==> src/rtl/pwm_gen_pkg.sv <==
// Package: shared constants and the per-channel configuration type.
// Assumes a 32-bit register word and four selectable tick sources.
package pwm_gen_pkg;
    localparam int CNT_W   = 16;
    localparam int DIV_W   = 7;
    localparam int SEL_W   = 2;
    localparam int NSRC    = 1 << SEL_W;
    localparam int NCH     = 2;
    localparam int POS_W   = CNT_W + 1;
    localparam logic [31:0] CTRL_KEEP = 32'h00FF_FFF3;

    typedef struct packed {
        logic             run;
        logic             gate;
        logic [SEL_W-1:0] sel;
        logic [DIV_W-1:0] div;
        logic [CNT_W-1:0] hi;
        logic [CNT_W-1:0] lo;
    } chan_cfg_t;
endpackage

==> src/rtl/pwm_gen_regs.sv <==
// Register file: two count words and one shared control word.
// Assumes single-cycle writes and a combinational read path.
module pwm_gen_regs
    import pwm_gen_pkg::*;
#(
    parameter int ADDR_W = 4
) (
    input  logic                  clk,
    input  logic                  rst_n,
    input  logic                  wr_en,
    input  logic [ADDR_W-1:0]     addr,
    input  logic [31:0]           wdata,
    output logic [31:0]           rdata,
    output chan_cfg_t [NCH-1:0]   cfg
);
    localparam logic [ADDR_W-1:0] OFF_C0   = ADDR_W'(0);
    localparam logic [ADDR_W-1:0] OFF_C1   = ADDR_W'(4);
    localparam logic [ADDR_W-1:0] OFF_CTRL = ADDR_W'(8);

    logic [31:0] cnt_q [NCH];
    logic [31:0] ctrl_q;

    // Store register writes; unused control bits are dropped.
    always_ff @(posedge clk) begin
        if (!rst_n) begin
            cnt_q[0] <= '0;
            cnt_q[1] <= '0;
            ctrl_q   <= '0;
        end else if (wr_en) begin
            case (addr)
                OFF_C0:   cnt_q[0] <= wdata;
                OFF_C1:   cnt_q[1] <= wdata;
                OFF_CTRL: ctrl_q   <= wdata & CTRL_KEEP;
                default:  ;
            endcase
        end
    end

    // Return the addressed word, or zero for an unmapped offset.
    always_comb begin
        case (addr)
            OFF_C0:   rdata = cnt_q[0];
            OFF_C1:   rdata = cnt_q[1];
            OFF_CTRL: rdata = ctrl_q;
            default:  rdata = '0;
        endcase
    end

    for (genvar g = 0; g < NCH; g++) begin : g_dec
        // Slice each channel's fields out of the shared control word.
        always_comb begin
            cfg[g].run  = ctrl_q[g];
            cfg[g].sel  = ctrl_q[4 + SEL_W*g +: SEL_W];
            cfg[g].div  = ctrl_q[8 + 8*g +: DIV_W];
            cfg[g].gate = ctrl_q[15 + 8*g];
            cfg[g].hi   = cnt_q[g][31:16];
            cfg[g].lo   = cnt_q[g][15:0];
        end
    end

    assert_ctrl_unused_zero_R3: assert property (@(posedge clk) disable iff (!rst_n)
        (ctrl_q & ~CTRL_KEEP) == 32'h0);
endmodule

==> src/rtl/pwm_gen_prescale.sv <==
// Source select, clock gate and divider for one channel.
// Assumes strobes are single-cycle pulses that are synchronous to clk.
module pwm_gen_prescale
    import pwm_gen_pkg::*;
(
    input  logic             clk,
    input  logic             rst_n,
    input  logic             run,
    input  logic             gate,
    input  logic [SEL_W-1:0] sel,
    input  logic [DIV_W-1:0] div,
    input  logic [NSRC-1:0]  strobe,
    output logic             tick
);
    logic [DIV_W-1:0] pre_q;
    logic             raw;

    // Selected source pulse, passed only when the gate bit is set.
    always_comb raw = gate & strobe[sel];
    // A tick fires on the pulse that completes a divider round.
    always_comb tick = raw & (pre_q >= div);

    // Count source pulses; restart after div+1 pulses or when stopped.
    always_ff @(posedge clk) begin
        if (!rst_n || !run) pre_q <= '0;
        else if (raw)       pre_q <= (pre_q >= div) ? '0 : pre_q + 1'b1;
    end

    assert_divider_idle_R5: assert property (@(posedge clk) disable iff (!rst_n)
        ($past(run) && run && !$past(raw)) |-> $stable(pre_q));
endmodule

==> src/rtl/pwm_gen_phase.sv <==
// High/low phase sequencer for one channel.
// Assumes tick is a one-cycle enable. Counts reload only at a period boundary.
module pwm_gen_phase
    import pwm_gen_pkg::*;
(
    input  logic             clk,
    input  logic             rst_n,
    input  logic             run,
    input  logic             tick,
    input  logic [CNT_W-1:0] hi,
    input  logic [CNT_W-1:0] lo,
    output logic             out
);
    logic [POS_W-1:0] pos_q;
    logic [CNT_W-1:0] hi_q, lo_q;
    logic [POS_W-1:0] total;

    // Period length in ticks, taken from the counts held for this period.
    always_comb total = {1'b0, hi_q} + {1'b0, lo_q};

    // Advance the position in the period; reload counts at the boundary.
    always_ff @(posedge clk) begin
        if (!rst_n) begin
            pos_q <= '0;
            hi_q  <= '0;
            lo_q  <= '0;
        end else if (!run || total == '0) begin
            pos_q <= '0;
            hi_q  <= hi;
            lo_q  <= lo;
        end else if (tick) begin
            if (pos_q == total - 1'b1) begin
                pos_q <= '0;
                hi_q  <= hi;
                lo_q  <= lo;
            end else begin
                pos_q <= pos_q + 1'b1;
            end
        end
    end

    // High during the first hi_q ticks of the period.
    always_comb out = run & (pos_q < {1'b0, hi_q});

    assert_pos_in_period_R6: assert property (@(posedge clk) disable iff (!rst_n)
        (run && total != '0) |-> (pos_q < total));
    assert_zero_high_low_R7: assert property (@(posedge clk) disable iff (!rst_n)
        (hi_q == '0) |-> !out);
    assert_counts_held_R9: assert property (@(posedge clk) disable iff (!rst_n)
        ($past(run) && run && pos_q != '0) |-> ($stable(hi_q) && $stable(lo_q)));
    assert_no_tick_hold_R10: assert property (@(posedge clk) disable iff (!rst_n)
        ($past(run) && run && !$past(tick)) |-> $stable(pos_q));
endmodule

==> src/rtl/dual_pwm_gen.sv <==
// Top level: register file and two channels, each a divider and a phase sequencer.
// Assumes one clock domain. Source clocks arrive as strobes.
module dual_pwm_gen
    import pwm_gen_pkg::*;
#(
    parameter int ADDR_W = 4
) (
    input  logic              clk,
    input  logic              rst_n,
    input  logic              bus_wr,
    input  logic [ADDR_W-1:0] bus_addr,
    input  logic [31:0]       bus_wdata,
    output logic [31:0]       bus_rdata,
    input  logic [NSRC-1:0]   src_strobe,
    output logic [NCH-1:0]    pwm_out
);
    chan_cfg_t [NCH-1:0] cfg;
    logic      [NCH-1:0] tick;

    pwm_gen_regs #(.ADDR_W(ADDR_W)) u_regs (
        .clk   (clk),
        .rst_n (rst_n),
        .wr_en (bus_wr),
        .addr  (bus_addr),
        .wdata (bus_wdata),
        .rdata (bus_rdata),
        .cfg   (cfg)
    );

    for (genvar c = 0; c < NCH; c++) begin : g_ch
        pwm_gen_prescale u_pre (
            .clk    (clk),
            .rst_n  (rst_n),
            .run    (cfg[c].run),
            .gate   (cfg[c].gate),
            .sel    (cfg[c].sel),
            .div    (cfg[c].div),
            .strobe (src_strobe),
            .tick   (tick[c])
        );
        pwm_gen_phase u_ph (
            .clk   (clk),
            .rst_n (rst_n),
            .run   (cfg[c].run),
            .tick  (tick[c]),
            .hi    (cfg[c].hi),
            .lo    (cfg[c].lo),
            .out   (pwm_out[c])
        );
    end
endmodule

==> config.mk <==
export PLATFORM = sky130hd
export DESIGN_NAME = dual_pwm_gen
export DESIGN_NICKNAME = d
export VERILOG_FILES = /design/src/rtl/pwm_gen_pkg.sv /design/src/rtl/pwm_gen_regs.sv /design/src/rtl/pwm_gen_prescale.sv /design/src/rtl/pwm_gen_phase.sv /design/src/rtl/dual_pwm_gen.sv
export SDC_FILE = /design/constraint.sdc
export NUM_CORES = 1
export LEC_CHECK = 0
export ABC_CLOCK_PERIOD_IN_PS = 3900
export BUFFER_PORTS_ARGS = -buffer_cell sky130_fd_sc_hd__buf_2
export CORE_MARGIN = 1
export CORE_UTILIZATION = 50
export DETAILED_ROUTE_END_ITERATION = 8
export GPL_ROUTABILITY_DRIVEN = 0
export PLACE_DENSITY = 0.7
export SYNTH_ARGS = -nofsm -noshare
export SYNTH_HDL_FRONTEND = slang
export SYNTH_HIERARCHICAL = 1
export SYNTH_SLANG_ARGS = --single-unit
==> constraint.sdc <==
create_clock -name clk -period 3.9 [get_ports clk]
set_input_delay 0.975 -clock clk [delete_from_list [all_inputs] [get_ports clk]]
set_output_delay 0.975 -clock clk [all_outputs]
set_load 0.05 [all_outputs]
# --- After elaboration in Yosys (flattened, before gate mapping) ---
# Memory sizes are Yosys's and may differ from the RTL's.
# Cells that the tools add are included.
op_classes:
  n_addsub: 8
  magnitude_cmp: 6
  n_eq_ne: 4
  mux: 32
  n_bitwise: 9
  n_reduce_logical: 19
ops:
  columns: ["operator", "n"]
  rows:
  - ["$mux W16", 12]
  - ["$pmux W32 S3", 1]
  - ["$mux W32", 2]
  - ["$add A16 B16 Y17", 2]
  - ["$add A17 B1 Y17 const B", 2]
  - ["$eq A17 B17 Y1", 2]
  - ["$logic_not A17 Y1", 2]
  - ["$lt A17 B16 Y1", 2]
  - ["$mux W17", 2]
  - ["$sub A17 B1 Y17 const B", 2]
  - ["$add A7 B1 Y7 const B", 2]
  - ["$ge A7 B7 Y1", 2]
  - ["$mux W7", 2]
  - ["$mux W1", 11]
  - ["$reduce_bool A2 Y1", 4]
  - ["$and A1 B1 Y1", 6]
  - ["$lt A2 B3 Y1 const B", 2]
  - ["$reduce_and A2 Y1", 3]
  - ["$bmux W1 S2", 2]
  - ["$eq A4 B3 Y1 const B", 1]
  - ["$eq A4 B4 Y1 const B", 1]
  - ["$logic_not A4 Y1", 1]
  - ["$logic_or A1 B1 Y1", 4]
  - ["$reduce_or A2 Y1", 2]
  - ["3 further kinds", 6]
totals:
  register_bits: 134
  mem_bits_rw: 64
  elab_cells: 88
  mem_count: 1
mem_list:
  columns: ["memory", "words", "width", "rd", "rd_clocked_by_memory_dff", "write_ports", "line", "text"]
  rows:
  - ["u_regs.cnt_q", 2, 32, 2, 0, 2, "pwm_gen_regs.sv:20", "logic [31:0] cnt_q [NCH];"]

# --- Depth between registers and ports, before layout ---
logic_depth:
  word_depth: 6
  ltp_mapped: 17

# --- Cells and area by module ---
# Netlist, hierarchy kept.
by_module_without_submodules:
  columns: ["mod", "n_inst", "cells_each", "area_each_um2", "seq_area_each_um2"]
  rows:
  - ["pwm_gen_phase (g_ch[1].u_ph)", 1, 522, 4237.8, 980.9]
  - ["pwm_gen_phase (g_ch[0].u_ph)", 1, 536, 4172.8, 980.9]
  - ["pwm_gen_regs", 1, 288, 3523.4, 2362.3]
  - ["pwm_gen_prescale", 2, 63, 574.3, 140.1]

# --- Least setup slack after synthesis ---
# No wires, ideal clock.
synth_timing:
  path_kind: "register to register"
  startpoint: "register g_ch[1].u_ph.hi_q[0]"
  endpoint: "register g_ch[1].u_ph.hi_q[10]"
  arrival_ps: 3661
  required_ps: 3780
  setup_slack_ps: 120
  stages_incl_launch_ff: 17
  path_buffers: 2
  path_cell_list: "dfxtp_1 -> ha_1 -> inv_1 -> fa_1 -> nor2b_1 -> o21a_1 -> o21ai_1 -> xnor2_1 -> o2111ai_2 -> o21a_1 -> or4_1 -> nand3_1 -> nand4_1 -> o31a_1 -> buf_6 -> buf_6 -> mux2i_1"
synth_between:
  elab_chain_cells: 5
  elab_cells_between_ends: 9
synth_lines:
  columns: ["element", "line", "text"]
  rows:
  - ["from (decl)", "pwm_gen_phase.sv:15", "logic [CNT_W-1:0] hi_q, lo_q;"]
  - ["from (signal assigned)", "pwm_gen_phase.sv:29", "hi_q <= hi;"]
  - ["from (signal assigned)", "pwm_gen_phase.sv:34", "hi_q <= hi;"]
  - ["$add A16 B16 Y17 *", "pwm_gen_phase.sv:19", "always_comb total = {1'b0, hi_q} + {1'b0, lo_q};"]
  - ["$sub A17 B1 Y17 or $logic_not A17 Y1 (tied branches)", "pwm_gen_phase.sv:32, pwm_gen_phase.sv:27", null]
  - ["$eq A17 B17 Y1 or $logic_or A1 B1 Y1 (tied branches)", "pwm_gen_phase.sv:32, pwm_gen_phase.sv:27", null]
  - ["$reduce_bool A2 Y1 (no line)", null, null]
  - ["$reduce_and A2 Y1 (no line)", null, null]
# Mark *: on every way between the ends. The rest lies on a longest branch, timed or not.
# A chain may end at the register's enable or synchronous reset.

# --- Worst setup path after layout ---
layout_timing:
  startpoint: "register g_ch[1].u_ph.hi_q[1]"
  endpoint: "register g_ch[1].u_ph.pos_q[7]"
layout_between:
  elab_chain_cells: 4
  elab_cells_between_ends: 7
layout_lines:
  columns: ["element", "line", "text"]
  rows:
  - ["$add A16 B16 Y17 *", "pwm_gen_phase.sv:19", null]
  - ["$sub A17 B1 Y17 or $logic_not A17 Y1 (tied branches)", "pwm_gen_phase.sv:32, pwm_gen_phase.sv:27", null]
  - ["$eq A17 B17 Y1 or $logic_or A1 B1 Y1 (tied branches)", "pwm_gen_phase.sv:32, pwm_gen_phase.sv:27", null]
  - ["$mux W17 or $reduce_or A2 Y1 (tied branches)", null, null]
  - ["to (signal assigned)", "pwm_gen_phase.sv:37", "pos_q <= pos_q + 1'b1;"]
  - ["to (decl)", "pwm_gen_phase.sv:14", "logic [POS_W-1:0] pos_q;"]
# Marked as above.

==> impl_metrics.yaml <==
worst_setup_path:
  worstPathArrival_ns: 4.24
  endpoint_kind: "flip-flop"
  criticalPathCategory: "flip-flop to flip-flop"
  cp_max_fo: 8
  cp.required_ns: 4.23
  start_kind: "flip-flop"
  crit-reg2reg-launch: "g_ch[1].u_ph/hi_q[1]$_SDFFE_PN0P_"
  r2r_cells: 14
  r2r_slack_ns: -0.008
  reg2reg_to: "g_ch[1].u_ph/pos_q[7]$_SDFFE_PP0P_"
floorplanning:
  row_count: 58
  ios: 77
  dieArea_um2: 26820
  fp.dieW_um: 163.8
  initial_utilization_pct: 51.51
  core_um2: 25400
  die_h_um: 163.8
logic_synthesis:
  ys_types: 95
  yosysSeqAreaShare_pct: 35.20
  syn_avg_cell_area_um2: 8.888
  synthArstFlopShare_pct: 0
  synth-edff-count: 64
  synth_area_um2: 13080
  ys_ff_latch: 198
  yosysWarnings: 6
  synthFlopType: "dfxtp_1"
  syn_nets: 1601
  synth_cells: 1472
global_routing:
  grt_overflow: 0
  grt_usage_pct: 25.67
  grt_antenna_before_repair: 1
  grt_pass1_wl_um: 54000
  grt_max_degree: 139
  grt_pass1_vias: 10403
finish:
  final_common_cell: "nand2_1"
  diodes: 0
  drive_above_1_share_pct: 18.60
  layout_common_cells: "nand2_1, dfxtp_1, mux2i_1"
  nNetsFinal: 1691
  utilization_pct: 60.07
  synthToLayoutAreaGrowth_pct: 16.63
power_and_ir_drop:
  clkPwrFrac_pct: 35.5
  p_sw_w: 0.001557
  p_seq_share_pct: 44.2
  p_int_w: 0.003612
  combPwrFrac_pct: 20.3
  netSwitchingFraction_pct: 30.12
  leakagePower_nw: 6.403
  power_density_nw_per_um2: 338.7
  ir_worst_vdd_mv: 0.3589
timing:
  hold_violations: 0
  tightest_slew_ns: 0.7770
  rsz0062_at_grt: "yes"
  finalWorstSetupSlack_ns: -0.008102
  max_freq_ghz: 0.2559
  min_period_ns: 3.908
  fin_crit_sh_pct: 100.2
  setup_tns_ns: -0.02511
  report.final.slew_viol_count: 0
  skew_ns: 0.01080
  maxSlewHeadroom_pct: 48.01
  finalSetupViolCount: 6
worst_hold_path:
  hold_start: "g_ch[0].u_ph/lo_q[0]$_SDFFE_PN0P_"
  hold_end: "g_ch[0].u_ph/lo_q[0]$_SDFFE_PN0P_"
  whs_path_depth: 2
  hold_path_class: "flip-flop to flip-flop"
clock_tree:
  cts_tree: "done"
  clk_latency_ns: 0.44
  cts_hold_buffers: 0
  cts.sinks: 198
  path_clk_slew_ns: 0.08
  root_buffer: "clkbuf_16"
  clock_path_buffers: 2
  ctsHtreeMaxLevel: 4
  numCtsBuffers: 17
detailed_routing:
  drcViolationCount: 0
  viasPerCell: 5.929
  firstDrtPassIters: 5
  postRouteAntennaNets: 0
  wl_um: 35370
  wire_per_inst_um: 18.57
  drt_iter0_drc: 879
  routed-via-count: 11295
placed_design:
  io_buffers: 76
  post-place-ws_ns: -0.01552
  hpwl_um: 25330
outcome:
  violations: "setup timing"
  run_status: "finished with violations"
run:
  maxCapViolations: 0
state kept, by name (all words and copies together), names as in the netlist:
register          count
g_ch.u_ph/hi_q       32
g_ch.u_ph/lo_q       32
u_regs/cnt_q         64
g_ch.u_pre/pre_q     14
g_ch.u_ph/pos_q      34
u_regs/ctrl_q        22
kinds of logic (layout without fill, tap and decap cells):
kind of cell | after synthesis | count (layout) | synth area share, %
adders and majority gates | 86 | 86 | 8.340
xor gates and xnor gates | 95 | 95 | 6.523
and+or+nand+nor | 584 | 584 | 22.60
muxes | 91 | 91 | 7.173
AOI/OAI and AO/OA | 270 | 270 | 15.40
DFF | 198 | 198 | 35.20
buffers and inverters | 148 | 251 | 4.772
metrics by stage:
stage	cell area, µm²	hold WS (ns)	instances	total power (W)
after floorplan	13080	0.4417	1472	0.003006
after global placement	14030	0.4513	1855	0.003262
after detailed placement	14030	0.4623	1855	0.003281
after CTS	14680	0.4732	1889	0.005101
after global routing	15260	0.4882	1905	0.005369
final	15260	0.4668	1905	0.005168
critical path, stage by stage, from the launching register on:
cell and delay [ns]:
dfxtp_2 0.33, buf_4 0.13, ha_1 0.35, a21oi_4 0.10, o211a_1 0.28, o21a_1 0.28
o32ai_4 0.35, nand4_4 0.17, o21a_1 0.24, or4_1 0.52, nand3_1 0.13, nand4_1 0.13
o31a_4 0.42, clkbuf_16 0.20, and3_4 0.16
cell type report:
type / count / area, µm²
Fill cell: 2174 / 10140
Sequential cell: 198 / 4614
Multi-Input combinational cell: 1126 / 8267
Tap cell: 330 / 412.9
Inverter: 78 / 292.8
Clock inverter: 13 / 170.2
Timing Repair Buffer: 141 / 1069
Clock buffer: 19 / 432.9
timing repair:
item / 4_1_cts / 5_1_grt
buffers inserted: 2 / 10
cloned: 0 / 6
gates resized for setup: 13 / 80
endpoints found under the setup margin: 24 / 99
pin swaps: 17 / 28
power by group through the flow:
stage | clock network (W) | registers (W) | logic, W
final | 0.00184 | 0.00228 | 0.00105
after global routing | 0.00193 | 0.00229 | 0.00114
after CTS | 0.00185 | 0.00228 | 0.000965
after detailed placement | 0 | 0.00233 | 0.000953
after global placement | 0 | 0.00233 | 0.000936
after floorplan | 0 | 0.00230 | 0.000709
layer usage:
metal	up-vias	wire length (µm)	part of all wire, %	global-route usage, %
met5	-	13	0.037	0
li1	5451	-	-	-
met1	5376	16190	46	36.51
met3	55	2152	6.1	2.879
met2	411	16140	46	41.01
met4	2	873	2.5	7.155
worst max-delay path by stage:
stage / from / endpoint / slack [ns]
floorplan: g_ch[1].u_ph/hi_q[0]$_SDFFE_PN0P_ / g_ch[1].u_ph/hi_q[10]$_SDFFE_PN0P_ / 0.12
global placement: g_ch[1].u_ph/hi_q[0]$_SDFFE_PN0P_ / g_ch[1].u_ph/pos_q[0]$_SDFFE_PP0P_ / 0.09
detailed placement: g_ch[1].u_ph/lo_q[0]$_SDFFE_PN0P_ / g_ch[1].u_ph/pos_q[2]$_SDFFE_PP0P_ / -0.02
CTS: g_ch[1].u_ph/lo_q[0]$_SDFFE_PN0P_ / g_ch[1].u_ph/lo_q[0]$_SDFFE_PN0P_ / 0.006
global route: g_ch[1].u_ph/lo_q[0]$_SDFFE_PN0P_ / g_ch[1].u_ph/pos_q[7]$_SDFFE_PP0P_ / -0.14
finish: g_ch[1].u_ph/hi_q[1]$_SDFFE_PN0P_ / g_ch[1].u_ph/pos_q[7]$_SDFFE_PP0P_ / -0.008
synth_stat cells, types with 41 or more instances:
library cell | n | area (µm²)
inv_1 | 78 | 292.8
mux2i_1 | 87 | 870.8
and3_1 | 62 | 387.9
a21oi_1 | 49 | 245.2
and2_1 | 42 | 262.8
nor2_1 | 41 | 153.9
clkbuf_1 | 47 | 176.4
nand2_1 | 276 | 1036
edfxtp_1 | 64 | 1922
dfxtp_1 | 134 | 2683
ha_1 | 84 | 1051
xnor2_1 | 71 | 621.9
Power figures use the tool's default switching activity.
